==> src/rtl/bsd_conv_pkg.sv <==
package bsd_conv_pkg;

    // Two-bit code of one signed digit: {plus, minus}
    typedef enum logic [1:0] {
        DIG_ZERO = 2'b00,
        DIG_NEG  = 2'b01,
        DIG_POS  = 2'b10,
        DIG_BOTH = 2'b11
    } digit_code_t;

    // Numeric weight of a digit code; both bits set cancels to zero
    function automatic int digit_value(input digit_code_t code);
        case (code)
            DIG_POS: return 1;
            DIG_NEG: return -1;
            default: return 0;
        endcase
    endfunction

    // Digit code produced for one two's complement bit
    function automatic digit_code_t encode_bit(input logic bit_in, input logic is_sign);
        if (!bit_in)
            return DIG_ZERO;
        return is_sign ? DIG_NEG : DIG_POS;
    endfunction

endpackage

==> src/rtl/bsd_conv_fwd.sv <==
module bsd_conv_fwd
    import bsd_conv_pkg::*;
#(
    parameter int K = 16
) (
    input  logic [K-1:0] tc_in,
    output logic [K-1:0] pos_out,
    output logic [K-1:0] neg_out
);

    localparam int SIGN_POS = K - 1;

    digit_code_t codes [K];

    for (genvar i = 0; i < K; i++) begin : g_digit
        assign codes[i]   = encode_bit(tc_in[i], i == SIGN_POS);
        assign pos_out[i] = codes[i][1];
        assign neg_out[i] = codes[i][0];
    end

endmodule

==> src/rtl/bsd_conv_rev.sv <==
module bsd_conv_rev #(
    parameter int K = 16
) (
    input  logic [K-1:0] pos_in,
    input  logic [K-1:0] neg_in,
    output logic [K:0]   tc_out
);

    localparam int OW = K + 1;

    logic [OW-1:0] pos_ext;
    logic [OW-1:0] neg_ext;

    // Both vectors are unsigned magnitudes; one extra bit carries the sign
    assign pos_ext = {1'b0, pos_in};
    assign neg_ext = {1'b0, neg_in};
    assign tc_out  = pos_ext - neg_ext;

endmodule

==> src/rtl/bsd_conv_stage.sv <==
module bsd_conv_stage #(
    parameter int W   = 8,
    parameter bit REG = 1'b1
) (
    input  logic         clk,
    input  logic         rst,
    input  logic         in_valid,
    output logic         in_ready,
    input  logic [W-1:0] in_data,
    output logic         out_valid,
    input  logic         out_ready,
    output logic [W-1:0] out_data
);

    if (REG) begin : g_reg
        logic         held_v;
        logic [W-1:0] held_d;

        assign in_ready  = !held_v || out_ready;
        assign out_valid = held_v;
        assign out_data  = held_d;

        always_ff @(posedge clk) begin
            if (rst) begin
                held_v <= 1'b0;
            end else if (in_valid && in_ready) begin
                held_v <= 1'b1;
            end else if (out_ready) begin
                held_v <= 1'b0;
            end
        end

        always_ff @(posedge clk) begin
            if (in_valid && in_ready)
                held_d <= in_data;
        end
    end else begin : g_comb
        assign in_ready  = out_ready;
        assign out_valid = in_valid;
        assign out_data  = in_data;
    end

endmodule

==> src/rtl/bsd_conv.sv <==
module bsd_conv
    import bsd_conv_pkg::*;
#(
    parameter int K       = 16,
    parameter bit REG_OUT = 1'b1
) (
    input  logic         clk,
    input  logic         rst,
    input  logic         tc_valid,
    output logic         tc_ready,
    input  logic [K-1:0] tc_data,
    output logic         fo_valid,
    input  logic         fo_ready,
    output logic [K-1:0] fo_pos,
    output logic [K-1:0] fo_neg,
    input  logic         bd_valid,
    output logic         bd_ready,
    input  logic [K-1:0] bd_pos,
    input  logic [K-1:0] bd_neg,
    output logic         ro_valid,
    input  logic         ro_ready,
    output logic [K:0]   ro_data
);

    localparam int FW = 2 * K;
    localparam int RW = K + 1;

    logic [K-1:0]  f_pos;
    logic [K-1:0]  f_neg;
    logic [RW-1:0] r_val;
    logic [FW-1:0] f_out;

    bsd_conv_fwd #(.K(K)) u_fwd (
        .tc_in  (tc_data),
        .pos_out(f_pos),
        .neg_out(f_neg)
    );

    bsd_conv_rev #(.K(K)) u_rev (
        .pos_in(bd_pos),
        .neg_in(bd_neg),
        .tc_out(r_val)
    );

    bsd_conv_stage #(.W(FW), .REG(REG_OUT)) u_fstage (
        .clk      (clk),
        .rst      (rst),
        .in_valid (tc_valid),
        .in_ready (tc_ready),
        .in_data  ({f_pos, f_neg}),
        .out_valid(fo_valid),
        .out_ready(fo_ready),
        .out_data (f_out)
    );

    assign fo_pos = f_out[FW-1:K];
    assign fo_neg = f_out[K-1:0];

    bsd_conv_stage #(.W(RW), .REG(REG_OUT)) u_rstage (
        .clk      (clk),
        .rst      (rst),
        .in_valid (bd_valid),
        .in_ready (bd_ready),
        .in_data  (r_val),
        .out_valid(ro_valid),
        .out_ready(ro_ready),
        .out_data (ro_data)
    );

endmodule

==> config.mk <==
export PLATFORM = sky130hd
export DESIGN_NAME = bsd_conv
export DESIGN_NICKNAME = d
export VERILOG_FILES = /design/src/rtl/bsd_conv_pkg.sv /design/src/rtl/bsd_conv_fwd.sv /design/src/rtl/bsd_conv_rev.sv /design/src/rtl/bsd_conv_stage.sv /design/src/rtl/bsd_conv.sv
export SDC_FILE = /design/constraint.sdc
export NUM_CORES = 1
export LEC_CHECK = 0
export ABC_AREA = 1
export BUFFER_PORTS_ARGS = -buffer_cell sky130_fd_sc_hd__buf_2
export CAP_MARGIN = 20
export CORE_ASPECT_RATIO = 0.9
export CORE_MARGIN = 2
export CORE_UTILIZATION = 45
export CTS_BUF_LIST = sky130_fd_sc_hd__clkbuf_4
export CTS_CLUSTER_DIAMETER = 50
export DETAILED_ROUTE_END_ITERATION = 12
export PLACE_DENSITY = 0.74
export SLEW_MARGIN = 20
export SYNTH_ARGS = -nofsm -noshare
export SYNTH_HDL_FRONTEND = slang
export SYNTH_HIERARCHICAL = 1
export SYNTH_SLANG_ARGS = --single-unit
==> constraint.sdc <==
create_clock -name clk -period 5.9 [get_ports clk]
set_input_delay 0.59 -clock clk [delete_from_list [all_inputs] [get_ports clk]]
set_output_delay 0.59 -clock clk [all_outputs]
set_load 0.01 [all_outputs]
==> summary.md <==
| Metric | Value |
|---|---|
| Htree depth | `2` |
| FMAX | `565 MHz` |
| GRT Total Usage | `14.2%` |
| CP Buf/Inv Count | `3` |
| Maximum VDD drop | `between 0.00008 and 0.00009 V` |
| Starting Density | `46.8%` |
| CTS Hold Buffers Added | `0` |
| Max Cap Viol | `0` |
| Routed vias | `2,087` |
| Worst-Skew Late Latency | `350 ps` |
| Fin. Hold Viols | `0` |
| Worst Path Arrival | `1890 ps` |
| Crit Path Max Fanout | `3` |
| Core Footprint | `6150 um2` |
| Critical Path Start Type | `input pin` |
| CP top delay family | `adder cells` |
| Slowest CP cell | `fa_1` |
| Tot Pwr | `0.767 mW` |
| RSZ-0062 raised after global routing | `false` |
| Leakage power figure | `between 1.5 and 2 nW` |
| IO Count | `between 100 and 150` |
| Synth top area share | `51.2%` |
| Routing usage on met3 | `3.83%` |
| Ys Warns | `6` |
| Die span in y | `between 70 and 80 um` |
| CTS Sinks | `51` |
| Rel. slew slack | `36.7%` |
| Port Buffer Count | `between 100 and 150` |
| First-pass GRT wire length | `between 7000 and 8000 um` |
| Number of flops mapped to enable cells by yosys | `49` |
| Worst setup path class | `in2reg` |
| Routing usage on met2 | `roughly a quarter` |
| Critical path's most frequent cell | `nand3_1` |
| Fin crit period | `around 1800 ps` |
| Share of cells above drive strength 1 | `34.7%` |
| Fin. max-slew vios | `0` |
| TritonCTS buffer count | `5` |
| Synth area leaders | `edfxtp_1 51%, nand2_1 9.9%, buf_4 8.4%` |
| Syn Area/Cell | `about 9.5 um2` |
| Post-Syn Area | `2880 um2` |
| Worst Skew | `5.89 ps` |
| CTS tree | `yes` |
| Register area share after synthesis | `52.6%` |
| Commonest cells after routing, fill and taps aside | `106 x buf_2, 76 x nand2_1, 55 x inv_1` |
| Slowest stage delay, CP | `about 400 ps` |
| Post-CTS Setup Bufs | `0` |
| Via density | `4.28` |
| Clock slew at reported path FFs | `140 ps` |
| Layout area overhead | `18.5%` |
| Largest net degree at the start of global routing | `33` |
| Top FF cell, synth | `edfxtp_1` |
| Pwr Density | `~230 nW/um2` |
| Area leader, netlist | `edfxtp_1` |
| Drc violations | `0` |
| Antenna cells | `0` |
| Hold Path Class | `in2reg` |
| Tcrit/Tclk final | `30.0%` |
| GPL Wtd Cong | `between 0.8 and 0.9` |
| Unique masters post-synth | `23` |
| Post-CTS Resized | `0` |
| Critical Path RT | `between 6000 and 7000 ps` |
| Vias in the first global route | `around 1,800` |
| Kind of end point of the critical path | `flop` |
| Setup Viol. Count Final | `0` |
| Cell row count | `27` |
| FF+latch count, synth | `about 50` |
| Worst Tran Pin Value | `between 900 and 1000 ps` |
| Initial antenna violation count | `0` |
| Number of routed nets with antenna violations | `0` |
| Asr flop ratio synth | `0%` |
| TNS Setup | `0 ps` |
| HPWL after detailed placement | `4120 um` |
| Syn Inst Count | `303` |
| Status | `finished clean` |
| Remaining global-route overflow | `0` |
| Worst path cell trace | `buf_2 -> inv_1 -> ha_1 -> fa_1 -> inv_1 -> nand3_1 -> nand3_1 -> nand3_1 -> nand4_1 -> nand2_1` |
| DR WL/cell | `10.1 um` |
| GR peak layer | `met2` |
| Die W | `between 80 and 90 um` |
| Most common cell after layout, fill and taps aside | `buf_2` |
| First-pass iteration count of the detailed router | `5` |
| 1st-iter DRT viols | `34` |
| Root Driver | `clkbuf_4` |
| Final #Nets | `471` |
| Clock buffer depth | `2` |
| Total routed wirelength | `a little under 5000 um` |
| Die Area | `7050 um2` |
| Met1 GRT Util | `16.4%` |
## registers in the layout, indices dropped and copies added (netlist names)
register / cells
u_fstage/out_data: 32
u_fstage/out_valid: 1
u_rstage/out_valid: 1
u_rstage/out_data: 17
## kinds of logic (layout without fill, tap and decap cells)
family                     Yosys count  in the layout  share of synthesized area [%]
and+or+nand+nor                    116            116                           17.6
buffers and inverters               95            178                           16.6
DFF                                 51             51                           52.6
adders and majority gates           17             17                           7.66
AOI/OAI and AO/OA                   16             16                           3.35
xor gates and xnor gates             7              7                           2.13
other                                1             16                          0.130
## final timing paths
check | to | slack [ps] | cells past startpoint | startpoint
setup reg to reg | u_fstage/out_data[23] | 4400 | 1 | u_fstage/out_valid
hold reg to reg | u_rstage/out_valid | 510 | 2 | u_rstage/out_valid
hold / removal | u_fstage/out_data[22] | 400 | 1 | tc_data[6]
setup / recovery | u_rstage/out_data[12] | 4130 | 10 | bd_pos[0]
## where the power goes
part | leakage (nW) | total [mW] | switching [mW] | internal (mW)
Combinational | 1.27 | 0.177 | 0.107 | 0.0701
Clock | 0.0354 | 0.150 | 0.103 | 0.0468
Sequential | 0.491 | 0.440 | 0.00672 | 0.434
## routing by layer
metal | up-vias | share of wire (%)
li1 | 1102 | -
met3 | 7 | 8.5
met1 | 899 | 41
met5 | - | 0
met2 | 79 | 49
met4 | 0 | 1.5
## area by class of cell
class / instances / area [um2]
fillers: 583 / 2740
flip-flops and latches: 51 / 1510
multi-input cells: 172 / 955
repair buffers: 107 / 538
inverters: 63 / 236
well taps: 87 / 109
clock buffers: 5 / 37.5
clock inverters: 3 / 18.8
## per-stage QoR
stage	cells	hold slack, ps	cell area (um2)	utilization [%]	setup slack (ps)
after detailed placement	480	492	3350	54.5	3750
final	488	398	3410	55.4	4130
after floorplan	318	542	2930	-	3240
after CTS	488	379	3410	55.4	4150
after global placement	480	474	3350	54.5	3830
after global routing	488	365	3410	55.4	4000
## Yosys cell counts (2+ instances only)
library cell	number
nand2_1	76
inv_1	55
edfxtp_1	49
buf_4	32
ha_1	16
nand3_1	14
a21oi_1	11
nand2_2	10
nor2_1	9
inv_2	7
xor2_1	5
a21oi_2	3
nor3_2	3
dfxtp_1	2
nand4_1	2
xnor2_1	2
Power figures use the tool's default switching activity.
